--- config.mk ---
export PLATFORM = sky130hd
export DESIGN_NAME = pinbank_gpio
export DESIGN_NICKNAME = d
export VERILOG_FILES = /design/src/rtl/pinbank_pkg.sv /design/src/rtl/pinbank_sync.sv /design/src/rtl/pinbank_event.sv /design/src/rtl/pinbank_gpio.sv
export SDC_FILE = /design/constraint.sdc
export NUM_CORES = 1
export LEC_CHECK = 0
export ABC_AREA = 1
export BUFFER_PORTS_ARGS = -buffer_cell sky130_fd_sc_hd__buf_2
export CAP_MARGIN = 15
export CORE_ASPECT_RATIO = 1.2
export CORE_UTILIZATION = 47
export CTS_BUF_LIST = sky130_fd_sc_hd__clkbuf_4
export DETAILED_ROUTE_END_ITERATION = 10
export PLACE_DENSITY = 0.64
export SKIP_CTS_REPAIR_TIMING = 1
export SLEW_MARGIN = 20
export SYNTH_ARGS = -nofsm -noshare
export SYNTH_HDL_FRONTEND = slang
export SYNTH_SLANG_ARGS = --single-unit
--- constraint.sdc ---
create_clock -name clk -period 4.16 [get_ports clk]
set_input_delay 0.208 -clock clk [delete_from_list [all_inputs] [get_ports clk]]
set_output_delay 0.208 -clock clk [all_outputs]
set_load 0.005 [all_outputs]
--- src/rtl/pinbank_pkg.sv ---
`timescale 1ns/1ps
package pinbank_pkg;

    localparam int ADDR_W = 8;

    // Register offsets (bytes)
    localparam logic [7:0] OFS_DIR = 8'h00;
    localparam logic [7:0] OFS_ODN = 8'h04;
    localparam logic [7:0] OFS_DAT = 8'h08;
    localparam logic [7:0] OFS_EVT = 8'h0C;
    localparam logic [7:0] OFS_MSK = 8'h10;
    localparam logic [7:0] OFS_CTL = 8'h14;
    localparam logic [7:0] OFS_IBE = 8'h18;

    typedef enum logic [2:0] {
        SEL_DIR,
        SEL_ODN,
        SEL_DAT,
        SEL_EVT,
        SEL_MSK,
        SEL_CTL,
        SEL_IBE,
        SEL_NONE
    } reg_sel_e;

    // Per-line configuration, kept in line order
    typedef struct packed {
        logic dir;   // 1 = output
        logic odn;   // drive-low-only
        logic dat;   // output latch
        logic msk;   // interrupt enable
        logic ctl;   // 1 = falling only
        logic ibe;   // input buffer enable
    } pin_cfg_t;

    function automatic logic edge_hit(logic prev, logic cur, logic fall_only);
        return fall_only ? (prev & ~cur) : (prev ^ cur);
    endfunction

    function automatic pin_cfg_t pin_write(pin_cfg_t c, reg_sel_e s, logic b);
        pin_cfg_t n;
        n = c;
        case (s)
            SEL_DIR: n.dir = b;
            SEL_ODN: n.odn = b;
            SEL_DAT: n.dat = b;
            SEL_MSK: n.msk = b;
            SEL_CTL: n.ctl = b;
            SEL_IBE: n.ibe = b;
            default: n = c;
        endcase
        return n;
    endfunction

    function automatic logic pin_read(reg_sel_e s, pin_cfg_t c, logic ev, logic smp);
        logic r;
        case (s)
            SEL_DIR: r = c.dir;
            SEL_ODN: r = c.odn;
            SEL_DAT: r = c.dir ? c.dat : (c.ibe & smp);
            SEL_EVT: r = ev;
            SEL_MSK: r = c.msk;
            SEL_CTL: r = c.ctl;
            SEL_IBE: r = c.ibe;
            default: r = 1'b0;
        endcase
        return r;
    endfunction

endpackage

--- src/rtl/pinbank_sync.sv ---
`timescale 1ns/1ps
module pinbank_sync #(
    parameter int W      = 32,
    parameter int STAGES = 2
) (
    input  logic         clk,
    input  logic         rst,
    input  logic [W-1:0] d,
    output logic [W-1:0] q
);

    logic [W-1:0] chain [STAGES];

    always_ff @(posedge clk) begin
        if (rst) begin
            for (int s = 0; s < STAGES; s++) chain[s] <= '0;
        end else begin
            chain[0] <= d;
            for (int s = 1; s < STAGES; s++) chain[s] <= chain[s-1];
        end
    end

    assign q = chain[STAGES-1];

endmodule

--- src/rtl/pinbank_event.sv ---
`timescale 1ns/1ps
module pinbank_event #(
    parameter int NPINS = 32
) (
    input  logic             clk,
    input  logic             rst,
    input  logic [NPINS-1:0] sync_in,
    input  logic [NPINS-1:0] fall_only,
    input  logic [NPINS-1:0] clr,
    output logic [NPINS-1:0] hit,
    output logic [NPINS-1:0] evt
);

    logic [NPINS-1:0] prev;

    for (genvar p = 0; p < NPINS; p++) begin : g_det
        assign hit[p] = pinbank_pkg::edge_hit(prev[p], sync_in[p], fall_only[p]);
    end

    // A detected edge outranks a clear in the same cycle
    always_ff @(posedge clk) begin
        if (rst) begin
            prev <= '0;
            evt  <= '0;
        end else begin
            prev <= sync_in;
            evt  <= (evt & ~clr) | hit;
        end
    end

endmodule

--- src/rtl/pinbank_gpio.sv ---
`timescale 1ns/1ps
module pinbank_gpio
    import pinbank_pkg::*;
#(
    parameter int NPINS   = 32,
    parameter int AW      = ADDR_W,
    parameter int SYNC_FF = 2
) (
    input  logic             clk,
    input  logic             rst,
    input  logic             bus_sel,
    input  logic             bus_wr,
    input  logic [AW-1:0]    bus_addr,
    input  logic [NPINS-1:0] bus_wdata,
    output logic [NPINS-1:0] bus_rdata,
    output logic             bus_ack,
    input  logic [NPINS-1:0] pad_in,
    output logic [NPINS-1:0] pad_out,
    output logic [NPINS-1:0] pad_oe,
    output logic             irq
);

    reg_sel_e         sel;
    logic             wr_en;
    pin_cfg_t         cfg [NPINS];
    logic [NPINS-1:0] wr_pin;
    logic [NPINS-1:0] rd_pin;
    logic [NPINS-1:0] sync_vec;
    logic [NPINS-1:0] clr_vec;
    logic [NPINS-1:0] hit_vec;
    logic [NPINS-1:0] evt_vec;
    logic [NPINS-1:0] msk_vec;
    logic [NPINS-1:0] ctl_vec;

    always_comb begin
        case (bus_addr)
            AW'(OFS_DIR): sel = SEL_DIR;
            AW'(OFS_ODN): sel = SEL_ODN;
            AW'(OFS_DAT): sel = SEL_DAT;
            AW'(OFS_EVT): sel = SEL_EVT;
            AW'(OFS_MSK): sel = SEL_MSK;
            AW'(OFS_CTL): sel = SEL_CTL;
            AW'(OFS_IBE): sel = SEL_IBE;
            default:      sel = SEL_NONE;
        endcase
    end

    assign wr_en   = bus_sel & bus_wr;
    assign bus_ack = bus_sel;

    pinbank_sync #(.W(NPINS), .STAGES(SYNC_FF)) u_sync (
        .clk (clk),
        .rst (rst),
        .d   (pad_in),
        .q   (sync_vec)
    );

    for (genvar p = 0; p < NPINS; p++) begin : g_pin
        // Line p lives at register bit NPINS-1-p
        assign wr_pin[p] = bus_wdata[NPINS-1-p];

        always_ff @(posedge clk) begin
            if (rst)        cfg[p] <= '0;
            else if (wr_en) cfg[p] <= pin_write(cfg[p], sel, wr_pin[p]);
        end

        assign clr_vec[p] = wr_en & (sel == SEL_EVT) & wr_pin[p];
        assign msk_vec[p] = cfg[p].msk;
        assign ctl_vec[p] = cfg[p].ctl;

        assign pad_oe[p]  = cfg[p].dir & ~(cfg[p].odn & cfg[p].dat);
        assign pad_out[p] = cfg[p].dat & ~cfg[p].odn;

        assign rd_pin[p]  = pin_read(sel, cfg[p], evt_vec[p], sync_vec[p]);
        assign bus_rdata[NPINS-1-p] = bus_sel & rd_pin[p];
    end

    pinbank_event #(.NPINS(NPINS)) u_event (
        .clk       (clk),
        .rst       (rst),
        .sync_in   (sync_vec),
        .fall_only (ctl_vec),
        .clr       (clr_vec),
        .hit       (hit_vec),
        .evt       (evt_vec)
    );

    assign irq = |(evt_vec & msk_vec);

endmodule

==> flow_summary.ini, run 1 <==
[logic_synthesis]
yosysSeqAreaShare_pct = 61.1
syn_area_per_cell_um2 = 9.18
yosysMostFrequentCell = inv_1
synth_flop_cell = edfxtp_1
synthCells = 1484
ys.warnings.count = 0
yosys-top-cells-count = 305 x inv_1, 229 x nor2_1, 194 x nand2_1, 192 x edfxtp_1, 128 x dfxtp_1
ys_ff_latch = 320
synth_edf_count = 192
synth.top_cell.area_share_pct = 42.3
synth.distinct_cells = 24
synth_area_leaders = edfxtp_1 42%, dfxtp_1 19%, inv_1 8.4%, nor2_1 6.3%, nand2_1 5.3%
synthesis.nets = 1592
async_reset_ff_share_pct = 0
synth_area_leader_cell = edfxtp_1
syn_area_um2 = 13600

[sta]
rsz0062_at_grt = false
tightest_slew_ns = 1.05
hold_viol_final = 0
setup_violations = 0
drv_slew = 0
tns_ns = 0
finClkSkew_ns = 0.0216
slew_headroom_pct = 30.0
layout_min_cycle_time_ns = 3.01
period_share_pct = 72.3
fmax_mhz = 332

[clock_network]
cts_tree = done
ctsLongestPathBuffers = 3
cts_inserted_buffers = 81
clk_pin_slew_ns = 0.07
clock_latency_ns = 0.69
cts_root_buf = clkbuf_4
cts_num_sinks = 320
htreeDepth = 3

[placed_design]
hpwl_mm = 23.7
numPortBuffers = 173
placed_area_um2 = 15000
gp_congestion = 0.836

[floorplan]
io-pin-count = 174
die_x_um = 157
die_h_um = 189
core_region_area_um2 = 28300
start_util_pct = 48.2
dieArea_um2 = 29700
rows = 67

[routing]
post_drt_wl_per_cell_um = 16.8
m1WireLength_mm = 15.5
drt-pass1-iter-count = 6
vias = 11233
vias_per_cell = 5.04
detail-route-antenna-nets = 0
highest_layer = met4
wl_met2_mm = 17.9
wl_met3_mm = 2.58
drt_iter0_markers = 771
drt_wl_total_mm = 37.4
route.detailed.drc = 0

[setup_path]
start_kind = input pin
worstPathArrival_ns = 2.80
cp.required_ns = 3.95
end_kind = output port
crit-reg2reg-launch = u_sync.chain[0][51]$_SDFF_PP0_
crit_fanout = 32
startpoint = bus_addr[1]
worstSetupPathType = input pin to output port

[flow_run]
drv_cap = 0

[global_route]
grt.overflow.total = 0
grt_pass1_wl_mm = 57.3
grt_pass1_vias = 10849
grt_use_total_pct = 25.5
grt_max_degree = 86
antenna_found_initial = 2

[hold_path]
min_path_type = input pin to register
min-delay-start = bus_addr[3]

[finish]
nets = 1887
syn_to_final_growth_pct = 23.1
drive_gt1_share_pct = 18.6
stdcell_area_um2 = 16800

[status]
outcome = finished clean

[power_and_ir_drop]
finalPower_w = 0.00700
peakVddDrop_uv = 210
leakage_nw = 7.67
power.density_nw_per_um2 = 417
cell families (layout without fill, tap and decap cells):
| family | after synthesis | in the layout | synth area share (%) |
|---|---|---|---|
| flip-flops | 320 | 320 | 61.1 |
| buffers and inverters | 358 | 721 | 10.2 |
| adder cells (fa/ha/maj) | 32 | 32 | 2.94 |
| other | 0 | 2 | 0 |
| AND/OR/NAND/NOR | 565 | 565 | 17.5 |
| AO/OA/AOI/OAI | 209 | 209 | 8.28 |
placed cells by master (no fill, tap or decap):
cell           Yosys  layout
o22ai_1           32      32
clkbuf_4           0     126
clkinv_1           0      16
a22o_1             6       6
nand2_2            0       2
buf_2             22     172
inv_1            305     305
nor2_1           229     229
nand2_1          194     191
inv_2              2       4
dlygate4sd3_1      0      70
o21ai_1           22      22
o21ai_4            0       5
dfxtp_1          128     128
o21ai_0           79      74
buf_4              4      21
nand2_4            0       1
bufinv_16          0       2
nand3_1           98      98
nor3_4             0       1
diode_2            0       2
a21oi_1           65      65
nor3_2             2       1
clkinv_2           0       4
clkinvlp_4         0       1
nor3b_1            1       1
edfxtp_1         192     192
a221oi_1           5       5
nor2_2             2       2
nand4_1           37      37
ha_1              32      32
nand3_2            1       1
nor4_4             1       1
metal layers:
layer	vias up	GRT usage, %
met5	-	0
li1	5453	-
met3	108	4.30
met1	5199	32.5
met2	473	42.2
met4	0	11.8
flip-flops by register name, indices dropped and copies added (netlist names):
signal / flops
cfg: 192
u_event.evt: 32
u_event.prev: 32
u_sync.chain: 64
worst paths after layout:
check	end	slack [ns]	cells past startpoint
max	bus_rdata[22]	1.15	11
min	cfg[0][28]$_SDFFCE_PN0P_	0.21	4
max reg2reg	u_event.evt[19]$_SDFF_PP0_	3.02	5
min reg2reg	u_sync.chain[0][33]$_SDFF_PP0_	0.40	2
critical path, stage by stage:
cell,delay (ns)
buf_2,0.11
nor2_2,0.28
nand3_2,0.53
nand2_1,0.26
nand4_1,0.20
inv_2,0.69
nand2_1,0.12
nand3_1,0.12
nor2_1,0.05
nor2_1,0.10
buf_2,0.13
stage by stage:
stage                     utilization, %  worst slack (ns)  hold slack [ns]  instances
after detailed placement            52.9              1.06            0.394       2005
after CTS                           56.8              1.16           -0.329       2156
after global routing                59.3             0.936            0.233       2228
final                               59.3              1.15            0.207       2228
after floorplan                        -             0.359            0.315       1484
after global placement              52.9              1.10            0.390       2005
layout make-up:
type	count	area, um^2
Fill cell	2526	11500
Sequential cell	320	8330
Multi-Input combinational cell	806	3980
Timing Repair Buffer	263	1720
Inverter	307	1150
Clock buffer	126	946
Tap cell	379	474
Clock inverter	25	155
Antenna cell	2	5.00
power by group:
group          internal (W)  total [W]  leakage (nW)  switching [W]
logic              0.000211   0.000537          4.13       0.000325
clock network       0.00151    0.00280         0.657        0.00129
registers           0.00356    0.00366          2.89       0.000108
total               0.00528    0.00700          7.67        0.00172
Power figures use the tool's default switching activity.
==> run 2: changes to the inputs <==
--- a/config.mk
+++ b/config.mk
@@ -5,7 +5,7 @@
 export SDC_FILE = /design/constraint.sdc
 export NUM_CORES = 1
 export LEC_CHECK = 0
-export ABC_AREA = 1
+export ABC_AREA = 0
 export BUFFER_PORTS_ARGS = -buffer_cell sky130_fd_sc_hd__buf_2
 export CAP_MARGIN = 15
 export CORE_ASPECT_RATIO = 1.2
==> constraint.sdc (replaced) <==
create_clock -name clk -period 2.8 [get_ports clk]
set_input_delay 0.14 -clock clk [delete_from_list [all_inputs] [get_ports clk]]
set_output_delay 0.14 -clock clk [all_outputs]
set_load 0.005 [all_outputs]
==> flow_summary.ini, run 2 <==
[logic_synthesis]
async_reset_ff_share_pct = 0
synth_area_leaders = edfxtp_1 41%, dfxtp_1 18%, mux2i_1 4.5%, nor2b_1 4.2%, ha_1 2.8%
ys_ff_latch = 320
synthAdderAreaFrac_pct = 2.83
yosysSeqAreaShare_pct = 58.9
yosys.area_share.simple_pct = 14.4
synth_edf_count = 192
syn_area_um2 = 14100
synthCells = 1178
synth_compound_area_share_pct = 15.2
synth.top_cell.area_share_pct = 40.8
yosys-top-cells-count = 192 x edfxtp_1, 128 x dfxtp_1, 96 x nor2b_1, 66 x inv_1, 66 x nor2_1
synthesis.nets = 1286
yosysMostFrequentCell = edfxtp_1
syn_area_per_cell_um2 = 12.0
synthXorXnorAreaFrac_pct = 0
synth_area_leader_cell = edfxtp_1
ys.warnings.count = 0
synth_top_family_by_area = compound AO/OA/AOI/OAI gates
synthMuxAreaShare_pct = 4.53
synth.distinct_cells = 37
synth_flop_cell = edfxtp_1

[finish]
multi_input_area_um2 = 5260
fillers = 2486
most-common-layout-cells = 192 x edfxtp_1, 171 x buf_2, 128 x dfxtp_1
final_common_cell = edfxtp_1
drive_gt1_share_pct = 23.5
reg_top3 = cfg x192, u_sync.chain x64
largest_reg_flops = 192
syn_to_final_growth_pct = 22.7
seq_area_um2 = 8330
fin_util_pct = 58.6
regMostFlops = cfg
nets = 1574
stdcell_area_um2 = 17400

[floorplan]
die_x_um = 160
core_region_area_um2 = 29600
die_h_um = 192
rows = 69
dieArea_um2 = 30800
io-pin-count = 174
start_util_pct = 47.7

[global_route]
grt_pass1_wl_mm = 61.1
grt_pass1_vias = 10635
grt_use_total_pct = 26.5
grt_max_degree = 72
grt.overflow.total = 0
antenna_found_initial = 1

[setup_path]
reg2reg_depth = 6
start_kind = register
slowest_delay_ns = 0.61
crit_fanout = 2
end_kind = output port
cp_cell_sequence = a22oi_1 -> nand4_1 -> or4_1 -> buf_2
reg2reg_slack_ns = 1.20
worstPathArrival_ns = 2.43
cpMaxStageDelayCell = or4_1
cp.required_ns = 2.66
worstSetupPathType = register to output port

[sta]
hold_slack_ns = 0.155
layout_min_cycle_time_ns = 2.57
rsz0062_at_grt = false
layout_setup_ws_ns = 0.225
fmax_mhz = 388
setup_violations = 0
tns_ns = 0
finClkSkew_ns = 0.0567
drv_slew = 0
period_share_pct = 92.0
hold_viol_final = 0
slew_headroom_pct = 47.0
tightest_slew_ns = 0.794

[hold_path]
min_path_type = input pin to register
hold_depth = 3

[clock_network]
htreeDepth = 3
cts_root_buf = clkbuf_4
cts_num_sinks = 320
cts_tree = done
clock_latency_ns = 0.75
ctsLongestPathBuffers = 3
clk_pin_slew_ns = 0.07
cts_inserted_buffers = 80

[placed_design]
hpwl_mm = 25.7
placed_area_um2 = 15500
dp_worst_setup_slack_ns = 0.628
gp_congestion = 0.843
numPortBuffers = 173

[power_and_ir_drop]
leakage_nw = 6.89
peakVddDrop_uv = 312
power.density_nw_per_um2 = 608

[routing]
post_drt_wl_per_cell_um = 21.4
drt-pass1-iter-count = 5
vias = 11006
detail-route-antenna-nets = 0
route.detailed.drc = 0
m1WireLength_mm = 16.9
wl_met2_mm = 19.6
highest_layer = met4
wl_met3_mm = 3.37
drt_iter0_markers = 883
drt_wl_total_mm = 41.2
vias_per_cell = 5.72

[flow_run]
drv_cap = 0

[status]
outcome = finished clean
run 2: cell types whose count changed in the layout (fill, tap and decap cells not counted), sizes merged, moves of 64 or more:
| cell | delta |
|---|---|
| inv | -241 |
| mux2i | +64 |
| nand2 | -193 |
| nand3 | -97 |
| nor2 | -165 |
| nor2b | +96 |
| o21ai | -100 |
run 2: kinds of logic after synthesis:
kind of cell / Yosys count
flops: 320
simple gates: 338
mux: 64
fa+ha+maj: 32
buf+inv: 146
compound gates: 278
run 2: area by class of cell:
cell class	count	area share, %
Tap cell	390	2.81
Inverter	66	1.43
Clock buffer	120	5.19
Multi-Input combinational cell	712	30.3
Clock inverter	30	0.995
Antenna cell	1	0.0144
Timing Repair Buffer	286	11.3
Sequential cell	320	48.0
run 2: path summary, 6_finish.rpt:
check | endpoint | start
setup reg to reg | u_event.evt[23]$_SDFF_PP0_ | u_sync.chain[0][55]$_SDFF_PP0_
hold / removal | u_sync.chain[0][7]$_SDFF_PP0_ | pad_in[7]
setup / recovery | irq | cfg[1][74]$_SDFFCE_PN0P_
hold reg to reg | u_sync.chain[0][55]$_SDFF_PP0_ | u_sync.chain[0][23]$_SDFF_PP0_
run 2: power breakdown:
group / switching (W) / internal [W] / total [W]
registers: 0.000198 / 0.00527 / 0.00547
logic: 0.000545 / 0.000434 / 0.000978
clock network: 0.00193 / 0.00216 / 0.00409
run 2: worst max-delay path: cells and delay by family (launching register included):
kind	cells	cell delay [ns]
AOI/OAI and AO/OA	1	0.32
buffers and inverters	1	0.18
DFF	1	0.47
and+or+nand+nor	2	0.74
run 2: per-layer routing:
metal | vias up | track usage [%]
li1 | 5053 | -
met1 | 5323 | 34.3
met2 | 538 | 43.0
met3 | 92 | 5.36
met4 | 0 | 11.9
met5 | - | 0
run 2: stage by stage:
stage	instances	power, W
final	1925	0.0105
after global routing	1925	0.0110
after CTS	1847	0.0105
after detailed placement	1697	0.00646
after global placement	1697	0.00644
after floorplan	1178	0.00602
==> run 3: changes to the inputs <==
--- a/config.mk
+++ b/config.mk
@@ -10,7 +10,7 @@
 export CAP_MARGIN = 15
 export CORE_ASPECT_RATIO = 1.2
 export CORE_UTILIZATION = 47
-export CTS_BUF_LIST = sky130_fd_sc_hd__clkbuf_4
+export CTS_BUF_LIST = sky130_fd_sc_hd__clkbuf_8
 export DETAILED_ROUTE_END_ITERATION = 10
 export PLACE_DENSITY = 0.64
 export SKIP_CTS_REPAIR_TIMING = 1
==> flow_summary.ini, run 3 (synthesis results as in run 2) <==
[setup_path]
rr_endpoint = u_event.evt[9]$_SDFF_PP0_
crit_fanout = 2
worstPathArrival_ns = 2.32
reg2reg_slack_ns = 1.65
reg2reg_depth = 5
cp.required_ns = 2.66
worstSetupPathType = register to output port
start_kind = register
end_kind = output port
crit-reg2reg-launch = u_sync.chain[0][41]$_SDFF_PP0_

[finish]
largest_reg_flops = 192
most-common-layout-cells = 192 x edfxtp_1, 171 x buf_2, 128 x dfxtp_1
fin_util_pct = 57.2
syn_to_final_growth_pct = 19.8
regMostFlops = cfg
final_common_cell = edfxtp_1
fillers = 2517
drive_gt1_share_pct = 21.2
num_antenna_cells = 0
nets = 1511
stdcell_count = 1834
reg_top3 = cfg x192, u_sync.chain x64

[clock_network]
cts_num_sinks = 320
clock_latency_ns = 0.59
clk_pin_slew_ns = 0.06
cts_root_buf = clkbuf_8
cts_inserted_buffers = 51
ctsLongestPathBuffers = 3
cts_tree = done
htreeDepth = 2

[routing]
post_drt_wl_per_cell_um = 22.1
detail-route-antenna-nets = 0
route.detailed.drc = 0
drt_iter0_markers = 855
vias = 10595
vias_per_cell = 5.78
drt_wl_total_mm = 40.5
drt-pass1-iter-count = 5

[power_and_ir_drop]
power_frac_comb_pct = 9.1
peakVddDrop_uv = 349
leakage_nw = 6.68
p_clk_share_pct = 38.2
p_int_w = 0.00778
power.density_nw_per_um2 = 613
power.switching_w = 0.00261
p_sw_share_pct = 25.1
seqPwrFrac_pct = 52.7

[status]
violations = hold timing
outcome = finished with violations

[placed_design]
gp_congestion = 0.843
dp_worst_setup_slack_ns = 0.628
numPortBuffers = 173
hpwl_mm = 25.7
dp_cells = 1697

[sta]
tns_ns = 0
rsz0062_at_grt = false
layout_min_cycle_time_ns = 2.46
hold_slack_ns = -0.0257
drv_slew = 0
layout_setup_ws_ns = 0.342
slew_headroom_pct = 47.7
hold_viol_final = 11
tightest_slew_ns = 0.784
fmax_mhz = 407
finClkSkew_ns = 0.00977
period_share_pct = 87.8
setup_violations = 0

[floorplan]
die_h_um = 192
io-pin-count = 174
dieArea_um2 = 30800
core_region_area_um2 = 29600
start_util_pct = 47.7
rows = 69
die_x_um = 160

[global_route]
antenna_found_initial = 0
grt_pass1_wl_mm = 60.9
grt.overflow.total = 0
grt_use_total_pct = 26.3
grt_max_degree = 72
grt_pass1_vias = 10331

[hold_path]
whs_endpoint = u_event.evt[16]$_SDFF_PP0_
min_path_type = input pin to register
min-delay-start = bus_wdata[15]
hold_depth = 4

[flow_run]
drv_cap = 0
==> run 3: final cells by class <==
class / instances / area, um^2 / share of cell area [%]
sequential: 320 / 8330 / 49.2
clock inverter: 39 / 249 / 1.47
clock buffer: 55 / 757 / 4.47
inverter: 66 / 248 / 1.46
multi-input combinational: 712 / 5260 / 31.0
tap: 390 / 488 / 2.88
timing repair buffer: 252 / 1610 / 9.52
==> run 3: routing by layer <==
metal / wire length [um] / vias to the layer above / GRT usage [%]
met2: 19300 / 460 / 43.1
met1: 17400 / 5195 / 34.8
met5: 0 / - / 0
met4: 1070 / 0 / 9.45
li1: - / 4867 / -
met3: 2810 / 73 / 4.97
==> run 3: through the flow <==
stage	total power (W)	area [um^2]
after floorplan	0.00602	14100
after CTS	0.0104	16500
after global placement	0.00644	15500
after global routing	0.0108	16900
final	0.0104	16900
after detailed placement	0.00646	15500
==> run 3: power by group through the flow <==
stage	clock (W)	sequential (W)	combinational, W
finish	0.00397	0.00548	0.000941
global route	0.00424	0.00551	0.00102
CTS	0.00403	0.00547	0.000893
detailed placement	0	0.00557	0.000887
global placement	0	0.00556	0.000878
floorplan	0	0.00548	0.000543
==> run 3: critical path, cell delays in order (launching register included) <==
cell and delay, ns:
edfxtp_1 0.46, a22oi_1 0.32, nand4_1 0.13, or4_1 0.64, buf_2 0.18
==> run 3: worst max-delay path by stage <==
stage | start | endpoint | slack, ns | cells past startpoint
2_1_floorplan | bus_addr[5] | cfg[0][13]$_SDFFCE_PN0P_ | 0.56 | 4
3_3_place_gp | bus_addr[5] | cfg[1][52]$_SDFFCE_PN0P_ | 0.69 | 5
3_5_place_dp | bus_addr[5] | cfg[1][76]$_SDFFCE_PN0P_ | 0.63 | 5
4_1_cts | cfg[0][80]$_SDFFCE_PN0P_ | irq | 0.33 | 4
5_1_grt | cfg[0][80]$_SDFFCE_PN0P_ | irq | 0.31 | 4
6_report | cfg[1][74]$_SDFFCE_PN0P_ | irq | 0.34 | 4
